$ cat config.mk
export PLATFORM = sky130hd
export DESIGN_NAME = lvl_intc
export DESIGN_NICKNAME = d
export VERILOG_FILES = /design/src/rtl/lvl_intc_pkg.sv /design/src/rtl/lvl_intc_bitreg.sv /design/src/rtl/lvl_intc_rdmux.sv /design/src/rtl/lvl_intc.sv
export SDC_FILE = /design/constraint.sdc
export NUM_CORES = 1
export LEC_CHECK = 0
export BUFFER_PORTS_ARGS = -buffer_cell sky130_fd_sc_hd__buf_4
export CORE_ASPECT_RATIO = 1.1
export CORE_UTILIZATION = 54
export DETAILED_ROUTE_END_ITERATION = 10
export PLACE_DENSITY_LB_ADDON = 0.2
export SETUP_SLACK_MARGIN = 0.05
export SLEW_MARGIN = 20
export SYNTH_ARGS = -nofsm -noshare
export SYNTH_HDL_FRONTEND = slang
export SYNTH_SLANG_ARGS = --single-unit
$ cat constraint.sdc
create_clock -name clk -period 2.56 [get_ports clk]
set_input_delay 0.512 -clock clk [delete_from_list [all_inputs] [get_ports clk]]
set_output_delay 0.512 -clock clk [all_outputs]
set_load 0.005 [all_outputs]
$ cat src/rtl/lvl_intc_pkg.sv
package lvl_intc_pkg;

    localparam int SRC_N  = 32;
    localparam int ADDR_W = 8;

    typedef logic [SRC_N-1:0]  vec_t;
    typedef logic [ADDR_W-1:0] ofs_t;

    // Register offsets that software decodes.
    typedef enum logic [ADDR_W-1:0] {
        OFS_IRQ_MSK   = 8'h00,
        OFS_IRQ_RAW   = 8'h04,
        OFS_IRQ_ENSET = 8'h08,
        OFS_IRQ_ENCLR = 8'h0C,
        OFS_SW_SET    = 8'h10,
        OFS_SW_CLR    = 8'h14,
        OFS_FIQ_MSK   = 8'h20,
        OFS_FIQ_RAW   = 8'h24,
        OFS_FIQ_ENSET = 8'h28,
        OFS_FIQ_ENCLR = 8'h2C
    } reg_ofs_e;

    typedef struct packed {
        logic irq_set;
        logic irq_clr;
        logic sw_set;
        logic sw_clr;
        logic fiq_set;
        logic fiq_clr;
        logic pt_load;
    } wr_strobe_t;

    typedef struct packed {
        vec_t raw;
        vec_t irq_en;
        vec_t fiq_en;
        vec_t sw_pend;
    } reg_view_t;

    function automatic wr_strobe_t decode_wr(logic we, ofs_t a, logic secondary);
        wr_strobe_t s;
        s = '0;
        if (we) begin
            case (a)
                OFS_IRQ_ENSET: s.irq_set = 1'b1;
                OFS_IRQ_ENCLR: s.irq_clr = 1'b1;
                OFS_SW_SET:    s.sw_set  = 1'b1;
                OFS_SW_CLR:    s.sw_clr  = 1'b1;
                OFS_FIQ_ENSET: s.fiq_set = 1'b1;
                OFS_FIQ_ENCLR: s.fiq_clr = 1'b1;
                OFS_FIQ_MSK:   s.pt_load = secondary;
                default:       s = '0;
            endcase
        end
        return s;
    endfunction

    function automatic vec_t read_word(ofs_t a, reg_view_t v);
        vec_t d;
        case (a)
            OFS_IRQ_MSK:                 d = v.raw & v.irq_en;
            OFS_IRQ_RAW, OFS_FIQ_RAW:    d = v.raw;
            OFS_IRQ_ENSET, OFS_IRQ_ENCLR: d = v.irq_en;
            OFS_SW_SET, OFS_SW_CLR:      d = v.sw_pend;
            OFS_FIQ_MSK:                 d = v.raw & v.fiq_en;
            OFS_FIQ_ENSET, OFS_FIQ_ENCLR: d = v.fiq_en;
            default:                     d = '0;
        endcase
        return d;
    endfunction

endpackage

$ cat src/rtl/lvl_intc_bitreg.sv
module lvl_intc_bitreg #(
    parameter int           W    = 32,
    parameter logic [W-1:0] KEEP = '1
) (
    input  logic         clk,
    input  logic         rst,
    input  logic         set_en,
    input  logic         clr_en,
    input  logic [W-1:0] wdata,
    output logic [W-1:0] q
);

    logic [W-1:0] q_r;

    always_ff @(posedge clk) begin
        if (rst) begin
            q_r <= '0;
        end else if (set_en) begin
            q_r <= (q_r | wdata) & KEEP;
        end else if (clr_en) begin
            q_r <= q_r & ~wdata;
        end
    end

    assign q = q_r;

    AST_SET_MARKED: assert property (@(posedge clk) disable iff (rst)
        set_en |=> ((q & $past(wdata & KEEP)) == $past(wdata & KEEP)));
    AST_CLR_MARKED: assert property (@(posedge clk) disable iff (rst)
        clr_en |=> ((q & $past(wdata)) == '0));
    AST_IDLE_HOLDS: assert property (@(posedge clk) disable iff (rst)
        (!set_en && !clr_en) |=> $stable(q));
    AST_VALID_ONLY: assert property (@(posedge clk) disable iff (rst)
        set_en |=> ((q & ~KEEP) == '0));

endmodule

$ cat src/rtl/lvl_intc_rdmux.sv
module lvl_intc_rdmux
    import lvl_intc_pkg::*;
(
    input  ofs_t      addr,
    input  reg_view_t view,
    output vec_t      rdata
);

    always_comb begin
        rdata = read_word(addr, view);
    end

endmodule

$ cat src/rtl/lvl_intc.sv
module lvl_intc
    import lvl_intc_pkg::*;
#(
    parameter logic [SRC_N-1:0] VALID_SRC = '1,
    parameter bit               SECONDARY = 1'b0
) (
    input  logic              clk,
    input  logic              rst,
    input  logic [SRC_N-1:0]  src_lvl,
    input  logic [ADDR_W-1:0] bus_addr,
    input  logic              bus_we,
    input  logic [SRC_N-1:0]  bus_wdata,
    output logic [SRC_N-1:0]  bus_rdata,
    output logic              irq_o,
    output logic              fiq_o,
    output logic [SRC_N-1:0]  bypass_o
);

    wr_strobe_t stb;
    vec_t       irq_en, fiq_en, sw_pend;
    vec_t       raw, irq_pend, fiq_pend;
    reg_view_t  view;
    logic       irq_q, fiq_q;

    assign stb = decode_wr(bus_we, bus_addr, SECONDARY);

    lvl_intc_bitreg #(.W(SRC_N), .KEEP(VALID_SRC)) u_irq_en (
        .clk(clk), .rst(rst), .set_en(stb.irq_set), .clr_en(stb.irq_clr),
        .wdata(bus_wdata), .q(irq_en));

    lvl_intc_bitreg #(.W(SRC_N), .KEEP(VALID_SRC)) u_fiq_en (
        .clk(clk), .rst(rst), .set_en(stb.fiq_set), .clr_en(stb.fiq_clr),
        .wdata(bus_wdata), .q(fiq_en));

    lvl_intc_bitreg #(.W(SRC_N), .KEEP(VALID_SRC)) u_sw_pend (
        .clk(clk), .rst(rst), .set_en(stb.sw_set), .clr_en(stb.sw_clr),
        .wdata(bus_wdata), .q(sw_pend));

    assign raw      = (src_lvl | sw_pend) & VALID_SRC;
    assign irq_pend = raw & irq_en;
    assign fiq_pend = raw & fiq_en;

    always_ff @(posedge clk) begin
        if (rst) begin
            irq_q <= 1'b0;
            fiq_q <= 1'b0;
        end else begin
            irq_q <= |irq_pend;
            fiq_q <= |fiq_pend;
        end
    end

    assign irq_o = irq_q;
    assign fiq_o = fiq_q;

    assign view = '{raw: raw, irq_en: irq_en, fiq_en: fiq_en, sw_pend: sw_pend};

    lvl_intc_rdmux u_rd (
        .addr(bus_addr), .view(view), .rdata(bus_rdata));

    generate
        if (SECONDARY) begin : g_sec
            vec_t pt_q;
            always_ff @(posedge clk) begin
                if (rst) begin
                    pt_q <= '0;
                end else if (stb.pt_load) begin
                    pt_q <= bus_wdata;
                end
            end
            assign bypass_o = raw & pt_q;

            AST_PT_LOADED: assert property (@(posedge clk) disable iff (rst)
                stb.pt_load |=> (pt_q == $past(bus_wdata)));
        end else begin : g_pri
            assign bypass_o = '0;
        end
    endgenerate

    AST_IRQ_LAG: assert property (@(posedge clk) disable iff (rst)
        !$past(rst) |-> (irq_o == |$past(irq_pend)));
    AST_FIQ_LAG: assert property (@(posedge clk) disable iff (rst)
        !$past(rst) |-> (fiq_o == |$past(fiq_pend)));
    AST_RESET_QUIET: assert property (@(posedge clk)
        $past(rst) |-> (!irq_o && !fiq_o));

endmodule

### Word-level counts from Yosys, hierarchy flattened

Index checks and enable logic that the tools add are counted.

| word-level totals | value |
|---|---|
| output and inout port bits | 66 |
| register bits after elaboration | 98 |
| logic and storage cells | 48 |

| cells by class | value |
|---|---|
| reduce and logical (&&, ||, !) cells | 10 |
| bitwise gates (word level) | 10 |
| equality and inequality tests | 9 |
| multiplexer cells | 14 |

Operators by type and width:

| cell | count |
|---|---|
| 2-to-1 mux 32 bit | 6 |
| one-hot mux 32 bit (6 select lines) | 1 |
| bitwise AND 32 bit | 5 |
| OR 32 bit | 4 |
| OR reduction 32 bit | 2 |
| == test 8 x 6 -> 1 bit, second input constant | 4 |
| inverter 32 bit | 1 |
| == test 8 x 4 -> 1 bit, second input constant | 2 |
| == test 8 x 5 -> 1 bit, second input constant | 2 |
| == test 8 x 3 -> 1 bit, second input constant | 1 |
| zero test 8 bit | 1 |
| OR reduction 2 bit | 4 |
| 2-to-1 mux 7 bit | 1 |
| 2-to-1 mux 1 bit | 6 |
| nonzero test 2 bit | 3 |

### Depth between registers and ports, before layout

Gate-level depths: netlist of the first run.

| depth | value |
|---|---|
| depth after elaboration | 5 |
| depth in mapped cells | 7 |
| gate-level depth less buffers | 4 |

### Modules after synthesis

A second synthesis of the first run with hierarchy kept.

| second synthesis, totals | value |
|---|---|
| cell total of the unflattened synthesis | 863 |
| area, all modules | 6956.7 um^2 |

By module, submodules not included:

| module | area each (um^2) | times used | cells an instance | sequential area each (um^2) |
|---|---|---|---|---|
| lvl_intc_bitreg | 1410.1 | 3 | 137 | 640.6 |
| lvl_intc_rdmux | 1716.6 | 1 | 298 | 0.0 |
| lvl_intc | 1009.7 | 1 | 154 | 40.0 |

### Least setup slack after synthesis of the first run

OpenSTA, ideal clock, no wires.

| path | value |
|---|---|
| kind | input-to-output |
| start | in bus_addr[3] |
| end | out bus_rdata[30] |
| required time | 2048 ps |
| stages | 7 |
| slack | 194 ps |
| arrival | 1854 ps |
| path through | or3_1 > clkbuf_1 > nor2_1 > buf_2 > buf_2 > a21oi_1 > o32ai_1 |

| on the way | value |
|---|---|
| longest elaborated chain between the ends | 3 |
| elaborated cells between the ends (all ways) | 15 |
| those cells by class | eq/ne (9); mux (1); reduce/logical (5) |

RTL lines:

| item | line | text |
|---|---|---|
| from (decl) | lvl_intc.sv:10 | `input logic [ADDR_W-1:0] bus_addr,` |
| == test 8 x 6 -> 1 bit, or another cell as far along | lvl_intc_pkg.sv:60 | `case (a)` |
| OR reduction 2 bit | lvl_intc_pkg.sv:60 |  |
| one-hot mux 32 bit (6 select lines) (*) | lvl_intc_pkg.sv:60 |  |
| to (decl) | lvl_intc.sv:13 | `output logic [SRC_N-1:0] bus_rdata,` |

Every way passes the cells marked *; elsewhere a longest branch is shown, timed or not.

### Worst setup path in the final report of the first run

| path | value |
|---|---|
| start | in bus_addr[5] |
| end | out bus_rdata[30] |

The elaborated chain is that of the path after synthesis.

==> results of run 1 <==
[placed cells by master, fill, tap and decap left out, types with 7 or more instances in the layout]
cell	n
a311oi_1	96
o32ai_2	7
conb_1	32
buf_12	9
nand4_1	11
a22oi_1	7
buf_4	120
o32ai_1	22
or2_2	29
o21ai_0	49
clkbuf_8	12
mux2i_1	32
dfxtp_1	98
a21oi_1	158
[power groups by stage]
stage	Clock, mW	Sequential (mW)	Combinational (mW)
CTS	0.979	1.53	0.351
detailed placement	0	1.57	0.347
global placement	0	1.57	0.339
global route	1.04	1.53	0.388
floorplan	0	1.57	0.188
finish	0.979	1.53	0.363
[layer usage]
layer  global-route usage, %  vias up  routed length [um]
met5                       0        -                   0
met4                   12.37        0                 359
met3                   5.495       26                1557
met2                   52.62      351                8375
met1                   43.80     2766                7394
li1                        -     2690                   -
[worst max path at each step]
stage / from / endpoint / cells past startpoint
floorplan: bus_addr[3] / bus_rdata[30] / 7
global placement: bus_addr[3] / bus_rdata[30] / 7
detailed placement: bus_addr[3] / bus_rdata[30] / 7
CTS: bus_addr[4] / bus_rdata[21] / 7
global route: bus_addr[5] / bus_rdata[30] / 7
finish: bus_addr[5] / bus_rdata[30] / 7
[worst reg2reg max path, delay by kind of cell, from the launching register on]
kind	cells	cell delay (ns)
compound gates	2	0.62
flops	1	0.35
simple gates	2	0.51
[cell usage after synthesis (6+ instances only)]
master,n
a21oi_1,158
dfxtp_1,98
a311oi_1,96
o21ai_0,49
clkbuf_1,36
buf_4,33
mux2i_1,32
o32ai_1,29
or2_2,29
buf_2,13
nand4_1,11
a22oi_1,7
buf_1,7
buf_6,6
[kinds of logic after synthesis]
logic type | count (synthesis) | share of synthesized area [%]
AO/OA/AOI/OAI | 350 | 40.92
flip-flops | 98 | 35.37
buffers and inverters | 97 | 9.903
AND/OR/NAND/NOR | 67 | 7.963
multiplexers | 32 | 5.775
other | 1 | 0.06761
[cell type report]
class,instances,share of cell area (%)
clock buffer,12,2.475
tap,120,2.250
inverter,2,0.1125
multi-input combinational,481,48.68
sequential,98,29.40
clock inverter,4,0.3750
timing repair buffer,132,16.71
[through the flow]
stage	power, mW	TNS (ns)
floorplan	1.753	0
global placement	1.905	-0.02977
detailed placement	1.913	-0.09273
CTS	2.860	0
global route	2.960	0
finish	2.873	0
[timing repair]
item / CTS / global route
setup endpoints to repair: 6 / 21
pin swaps: 0 / 0
gates resized for setup: 7 / 7
buffers inserted: 0 / 0
==> impl_metrics.csv, run 1 <==
group,metric,value,unit
status,outcome,"completed",
cells_and_area,stdcell_area,0.006673,mm^2
pwr,power_density,430.6,mW/mm^2
clock_network,htree_num_levels,3,
timing,finalCriticalPeriod,2.463,ns
synthesis,yosys_warnings,0,
clock_network,cts.sink_count,98,
grt,grt_pass1_vias,5162,
drt,dr.pass1.iters,5,
grt,antenna_found_initial,0,
worst_setup_path,slowest_stage,"or4b_4",
drt,via_per_inst,6.870,
clock_network,cts_hold_buffers,0,
pwr,seqPwrFrac,53.3,%
timing,clock_skew,0.008949,ns
worst_setup_path,crit_family,"simple AND/OR/NAND/NOR gates",
grt,grt_overflow,0,
timing,max_freq,406.0,MHz
synthesis,synthFlopType,"dfxtp_1",
cells_and_area,seq_area,0.001962,mm^2
pwr,p_comb_share,12.6,%
worst_hold_path,min_path_cells,2,
drt,wl,17690,um
clock_network,cts_tree,"built",
timing,final_hold_viol_count,0,
cells_and_area,stdcell_count,849,
drt,wire_per_inst,20.83,um
synthesis,yosysSeqAreaShare,35.37,%
cells_and_area,post-route-util,67.15,%
grt,grt_first_pass_wirelength,27270,um
pwr,switchingPower,769.6,uW
place,place_area,0.006397,mm^2
clock_network,cts_made_buffers,9,
die,die_h,108.3,um
place,io_buffers,108,
drt,drc,0,
timing,tightest_slew,0.7736,ns
worst_setup_path,slowest_delay,0.53,ns
worst_setup_path,required,2.05,ns
synthesis,synthTopCellsByArea,"dfxtp_1 35%, a311oi_1 15%, a21oi_1 14%",
die,initial_core_util,55.82,%
synthesis,synth-edff-count,0,
synthesis,ys_seq_elements,98,
worst_hold_path,worst_hold_path_type,"in2reg",
cells_and_area,diodes,0,
clock_network,cts.clk_slew.worst_paths,0.10,ns
grt,grt_max_degree,74,
place,dp_cells,833,
die,core_area,0.009937,mm^2
worst_setup_path,crit_fanout,11,
worst_setup_path,endpoint_kind,"output pin",
timing,finalMaxSlewViolations,0,
worst_hold_path,hp-start,"bus_wdata[18]",
die,die-area,0.01068,mm^2
cells_and_area,fillers,839,
timing,fin_ws,0.09694,ns
worst_setup_path,reg2reg_depth,4,
drt,drt.antenna.violating_nets,0,
synthesis,synth_area_per_cell,8.599,um^2
die,die_w,98.63,um
worst_setup_path,r2r-end,"irq_o",
worst_setup_path,start_kind,"input port",
cells_and_area,multi_input_area,0.003248,mm^2
timing,holdWs,0.3697,ns
place,hpwlAfterDp,11960,um
cells_and_area,drive_above_1_share,26.47,%
grt,track_usage,32.59,%
worst_setup_path,crit_chain,"buf_4 > or4b_4 > o21ai_0 > nand2_1 > buf_6 > o32ai_2 > buf_4",
run,maxCapViolCount,0,
worst_setup_path,path_class,"in2out",
clock_network,root_buffer,"clkbuf_8",
cells_and_area,nets,799,
die,placementRows,38,
pwr,clock_power_share,34.1,%
pwr,p_int,2.104,mW
pwr,p_leak,2.255,nW
die,io_pins,141,
clock_network,cts.path.max_buffers,2,
synthesis,yosys.area.top_type,"dfxtp_1",
worst_setup_path,r2r_slack,0.95,ns
place,post-place-ws,-0.05951,ns
worst_setup_path,cpMostUsedCell,"buf_4",
timing,max_slew_margin,48.43,%
place,place_congestion,0.9125,
pwr,sw_frac_of_total,26.79,%
synthesis,synth-async-reset-ratio,0,%
synthesis,syn_inst,645,
drt,dr_total_vias,5833,
timing,finalCritPeriodShare,96.21,%
drt,drt_iter0_markers,551,
synthesis,synth_top_area_share,35.37,%
synthesis,yosysUniqueCellTypes,35,
worst_setup_path,cp_num_buf_inv,3,
timing,setup_viol,0,
pwr,ir_drop,0.0003407,V
cells_and_area,syn_to_final_growth,20.30,%
synthesis,syn-cell-area,0.005547,mm^2
clock_network,clock_latency,0.37,ns
timing,rsz0062_at_grt,"true",
worst_setup_path,arrival,1.95,ns
Power figures use the tool's default switching activity.
==> run 2, diff against run 1 <==
CELL_PAD_IN_SITES_DETAIL_PLACEMENT = 0   (was unset)
CELL_PAD_IN_SITES_GLOBAL_PLACEMENT = 1   (was unset)
CORE_UTILIZATION = 41   (was 54)
SYNTH_HIERARCHICAL = 1   (was unset)
==> impl_metrics.csv, run 2 <==
group,metric,value,unit
status,outcome,"completed",
pwr,power.total,3.246,mW
drt,drc,0,
timing,final_hold_viol_count,0,
synthesis,yosysSeqAreaShare,28.20,%
place,io_buffers,108,
die,die_h,138.6,um
die,initial_core_util,42.18,%
synthesis,yosys_warnings,6,
grt,grt_pass1_vias,6103,
worst_hold_path,hp-start,"bus_wdata[17]",
worst_setup_path,r2r-end,"irq_o",
run,maxCapViolCount,0,
cells_and_area,multi_input_area,0.004444,mm^2
worst_setup_path,endpoint_kind,"output pin",
pwr,sw_frac_of_total,26.93,%
clock_network,clock_latency,0.36,ns
worst_hold_path,worst_hold_path_type,"in2reg",
drt,wire_per_inst,19.53,um
worst_setup_path,endpoint,"bus_rdata[10]",
synthesis,syn_inst,863,
timing,tightest_slew,0.5638,ns
cells_and_area,drive_above_1_share,30.94,%
place,place_congestion,0.8371,
timing,finalCriticalPeriod,2.488,ns
die,die_w,126.2,um
worst_setup_path,reg2reg_depth,4,
pwr,switchingPower,874.1,uW
pwr,seqPwrFrac,47.1,%
grt,grt_max_degree,54,
die,core_area,0.01649,mm^2
drt,drt_iter0_markers,462,
timing,rsz0062_at_grt,"true",
worst_setup_path,r2r_slack,0.67,ns
timing,clock_skew,0.01104,ns
synthesis,synthFlopType,"dfxtp_1",
clock_network,cts_setup_buffers,0,
synthesis,synth_commonest_cells,"98 x dfxtp_1, 98 x nand2_1, 87 x a21bo_1",
pwr,p_leak,2.956,nW
worst_setup_path,arrival,1.98,ns
pwr,p_comb_share,12.6,%
synthesis,yosys.area.top_type,"dfxtp_1",
worst_setup_path,crit_fanout,18,
clock_network,cts-resized-gates,0,
drt,via_per_inst,5.607,
synthesis,synth-async-reset-ratio,0,%
clock_network,cts.clk_slew.worst_paths,0.07,ns
timing,finalMaxSlewViolations,0,
pwr,clock_power_share,40.3,%
synthesis,ys_seq_elements,98,
worst_setup_path,start_kind,"input port",
drt,dr_total_vias,6527,
die,die-area,0.01749,mm^2
pwr,p_int,2.372,mW
worst_setup_path,required,2.05,ns
synthesis,synthTopCellsByArea,"dfxtp_1 28%, a21bo_1 13%, a21oi_2 11%",
cells_and_area,syn_to_final_growth,17.91,%
clock_network,cts.sink_count,98,
grt,grt_first_pass_wirelength,35090,um
clock_network,cts_made_buffers,9,
synthesis,yosysUniqueCellTypes,41,
timing,finalSetupTns,0,ns
drt,drt.antenna.violating_nets,0,
timing,finalCritPeriodShare,97.18,%
synthesis,synth-edff-count,0,
synthesis,synth_top_area_share,28.20,%
clock_network,cts_tree,"built",
cells_and_area,final_common_cell,"buf_4",
clock_network,htree_num_levels,3,
drt,dr.pass1.iters,5,
synthesis,synth_area_per_cell,8.061,um^2
cells_and_area,seq_area,0.001962,mm^2
pwr,ir_drop,0.0003087,V
grt,track_usage,26.18,%
drt,wl,22740,um
cells_and_area,fillers,1674,
pwr,power_density,395.7,mW/mm^2
worst_setup_path,cp-startpoint,"bus_addr[1]",
die,io_pins,141,
die,placementRows,49,
cells_and_area,nets,1030,
timing,max_slew_margin,62.01,%
cells_and_area,diodes,0,
clock_network,cts.path.max_buffers,2,
place,hpwlAfterDp,15940,um
timing,max_freq,402.0,MHz
timing,setup_viol,0,
clock_network,root_buffer,"clkbuf_16",
clock_network,cts_hold_buffers,0,
synthesis,syn-cell-area,0.006957,mm^2
grt,grt_overflow,0,
grt,antenna_found_initial,0,
worst_setup_path,path_class,"in2out",
cells_and_area,final_cell_mix,"131 x buf_4, 98 x nand2_1, 98 x dfxtp_1",
## run 2: cell count changes after synthesis, sizes merged, moves of 27 or more
cell / change
a21bo: +96
a311oi: -96
nand2: +95
nand2b: +62
nor2: +35
inv: +33
mux2i: -32
a21oi: -31
o32ai: -29
nor3: +28
o22ai: +28
a221o: +27
## run 2: logic make-up after synthesis
group                  Yosys count  share of synthesized area, %
AOI/OAI and AO/OA              346                         40.11
buffers and inverters          125                         10.18
DFF                             98                         28.20
muxes                            1                        0.1619
other                            1                       0.05391
and+or+nand+nor                292                         21.30
## run 2: layout make-up
class                   instances  area share (%)
multi-input cells             671           54.18
flip-flops and latches         98           23.92
repair buffers                140           13.87
well taps                     204           3.112
clock buffers                  11           2.959
inverters                      35           1.602
clock inverters                 5          0.3661
## run 2: worst min-delay path by stage
stage | end | slack [ns] | depth (start not counted)
floorplan | flip-flop | 0.55 | 2
global placement | flip-flop | 0.58 | 2
detailed placement | flip-flop | 0.58 | 2
CTS | flip-flop | 0.44 | 3
global route | flip-flop | 0.45 | 3
finish | flip-flop | 0.45 | 3
## run 2: per-stage QoR
step / std cells / hold WS, ns / setup WS (ns) / instance area, um^2 / utilization [%]
2_1_floorplan: 894 / 0.5542 / 0.2208 / 7073 / -
3_3_place_gp: 1148 / 0.5757 / 0.06690 / 7903 / 47.92
3_5_place_dp: 1148 / 0.5799 / 0.06225 / 7903 / 47.92
4_1_cts: 1164 / 0.4406 / 0.05934 / 8175 / 49.57
5_1_grt: 1164 / 0.4461 / 0.02651 / 8203 / 49.74
6_report: 1164 / 0.4507 / 0.07220 / 8203 / 49.74
## run 2: critical path, stage by stage
cell and delay (ns):
buf_6 0.10, or4_4 0.59, nor3_4 0.26, buf_12 0.20
a221o_1 0.18, buf_4 0.11
## run 2: power groups by stage
stage | clock network [mW] | logic (mW) | registers [mW]
6_report | 1.31 | 0.410 | 1.53
2_1_floorplan | 0 | 0.227 | 1.56
3_5_place_dp | 0 | 0.405 | 1.56
5_1_grt | 1.39 | 0.447 | 1.53
4_1_cts | 1.33 | 0.406 | 1.53
3_3_place_gp | 0 | 0.404 | 1.56
## run 2: layer usage
metal | track usage (%) | part of all wire [%] | vias up
met3 | 3.665 | 4.5 | 28
li1 | - | - | 3184
met5 | 0 | 0 | -
met2 | 40.91 | 46 | 212
met4 | 9.195 | 2.3 | 0
met1 | 36.72 | 48 | 3103
==> run 3, diff against run 2 <==
CORE_UTILIZATION = 40   (was 41)
SYNTH_HIERARCHICAL = unset   (was 1)
==> impl_metrics.csv, run 3 (same netlist as run 1, synthesis figures left out) <==
group,metric,value,unit
status,outcome,"completed",
timing,clock_skew,0.006282,ns
place,hpwlAfterDp,12460,um
grt,grt_pass1_vias,5100,
clock_network,root_buffer,"clkbuf_16",
timing,finalMaxSlewViolations,0,
clock_network,clock_latency,0.34,ns
timing,rsz0062_at_grt,"true",
worst_setup_path,reg2reg_depth,4,
drt,drc,0,
worst_setup_path,crit_chain,"buf_8 > or3_4 > nor2_4 > buf_6 > buf_12 > a21oi_2 > o32ai_2 > buf_4",
grt,grt_max_degree,81,
cells_and_area,fillers,1285,
worst_setup_path,required,2.05,ns
clock_network,cts.sink_count,98,
place,dp_cells,893,
cells_and_area,seq_area,0.001962,mm^2
cells_and_area,final_common_cell,"a21oi_1",
timing,max_slew_margin,39.48,%
grt,grt_overflow,0,
worst_setup_path,path_depth,8,
pwr,p_leak,2.401,nW
worst_setup_path,path_class,"in2out",
timing,final_hold_viol_count,0,
worst_setup_path,cp_num_buf_inv,4,
clock_network,cts.clk_slew.worst_paths,0.06,ns
worst_setup_path,arrival,2.02,ns
worst_hold_path,worst_hold_path_type,"in2reg",
clock_network,cts_hold_buffers,0,
drt,via_per_inst,6.348,
clock_network,cts_tree,"built",
worst_setup_path,crit_fanout,8,
timing,finalCriticalPeriod,2.535,ns
clock_network,htree_num_levels,3,
worst_hold_path,min_path_cells,2,
die,initial_core_util,41.46,%
worst_setup_path,start_kind,"input port",
pwr,power_density,448.1,mW/mm^2
clock_network,cts.path.max_buffers,2,
cells_and_area,nets,807,
cells_and_area,syn_to_final_growth,28.72,%
timing,max_freq,394.5,MHz
die,die_h,125.5,um
drt,drt_iter0_markers,525,
drt,dr_total_vias,5840,
drt,drt.antenna.violating_nets,0,
cells_and_area,stdcell_count,920,
pwr,ir_drop,0.0003097,V
place,place_area,0.006447,mm^2
die,die_w,114.3,um
worst_setup_path,endpoint_kind,"output pin",
worst_setup_path,slowest_delay,0.43,ns
worst_setup_path,slowest_stage,"or3_4",
place,io_buffers,108,
cells_and_area,stdcell_area,0.007139,mm^2
drt,wl,20540,um
timing,finalCritPeriodShare,99.02,%
timing,setup_viol,0,
timing,tightest_slew,0.9079,ns
cells_and_area,final_cell_mix,"155 x a21oi_1, 119 x buf_4, 98 x dfxtp_1",
worst_setup_path,crit_family,"simple AND/OR/NAND/NOR gates",
die,die-area,0.01434,mm^2
grt,antenna_found_initial,0,
drt,wire_per_inst,22.33,um
drt,dr.pass1.iters,5,
die,core_area,0.01338,mm^2
grt,grt_first_pass_wirelength,28780,um
place,place_congestion,0.8472,
cells_and_area,multi_input_area,0.003391,mm^2
die,placementRows,44,
die,io_pins,141,
grt,track_usage,25.80,%
clock_network,cts_made_buffers,9,
place,post-place-ws,-0.02934,ns
cells_and_area,drive_above_1_share,29.48,%
timing,fin_ws,0.02510,ns
cells_and_area,diodes,0,
run,maxCapViolCount,0,
==> run 3: changes by cell type in the layout (fill, tap and decap cells not counted), moves of 27 or more <==
cell	before	now
nor3_1	29	2
o22ai_1	31	3
inv_1	35	2
mux2i_1	0	32
nand2b_1	61	0
a21oi_1	43	155
nor2_1	32	1
a21oi_2	84	1
a221o_1	27	0
a311oi_1	0	96
a21bo_1	87	0
nand2_1	98	2
==> run 3: worst paths after layout <==
| path | from | slack [ns] | to |
|---|---|---|---|
| worst max-delay path | bus_addr[0] | 0.03 | bus_rdata[20] |
| worst min-delay path | bus_wdata[3] | 0.40 | flip-flop |
| worst max register to register | flip-flop | 0.81 | irq_o |
| worst min register to register | flip-flop | 0.53 | flip-flop |
==> run 3: through the flow <==
stage	utilization, %	hold WS (ns)	total power [mW]	setup TNS, ns
2_1_floorplan	-	0.4996	1.753	0
3_3_place_gp	48.19	0.5092	1.913	0
3_5_place_dp	48.19	0.5212	1.920	-0.03359
4_1_cts	50.63	0.3952	3.173	0
5_1_grt	53.37	0.3998	3.309	-0.01298
6_report	53.37	0.4029	3.199	0
==> run 3: layer usage <==
layer	global-route usage, %	vias up	share of wire [%]
li1	-	2720	-
met1	36.63	2797	43
met2	40.71	288	47
met3	3.587	35	7.2
met4	7.028	0	2.3
met5	0	-	0
==> run 3: where the power goes <==
part | switching, mW | internal, mW | total (mW)
clock network | 0.564 | 0.706 | 1.27
registers | 0.00358 | 1.53 | 1.53
logic | 0.237 | 0.160 | 0.398
==> run 3: final cells by class <==
class	count	share of cell area [%]
inverters	2	0.1052
multi-input cells	481	47.49
flip-flops and latches	98	27.48
clock inverters	2	0.1753
repair buffers	140	17.88
clock buffers	13	3.645
well taps	184	3.225
==> run 3: what timing repair did <==
action / CTS / global route
setup endpoints to repair: 8 / 31
setup buffers: 0 / 5
gates resized for setup: 7 / 35
gates cloned: 0 / 7
pin swaps: 0 / 7
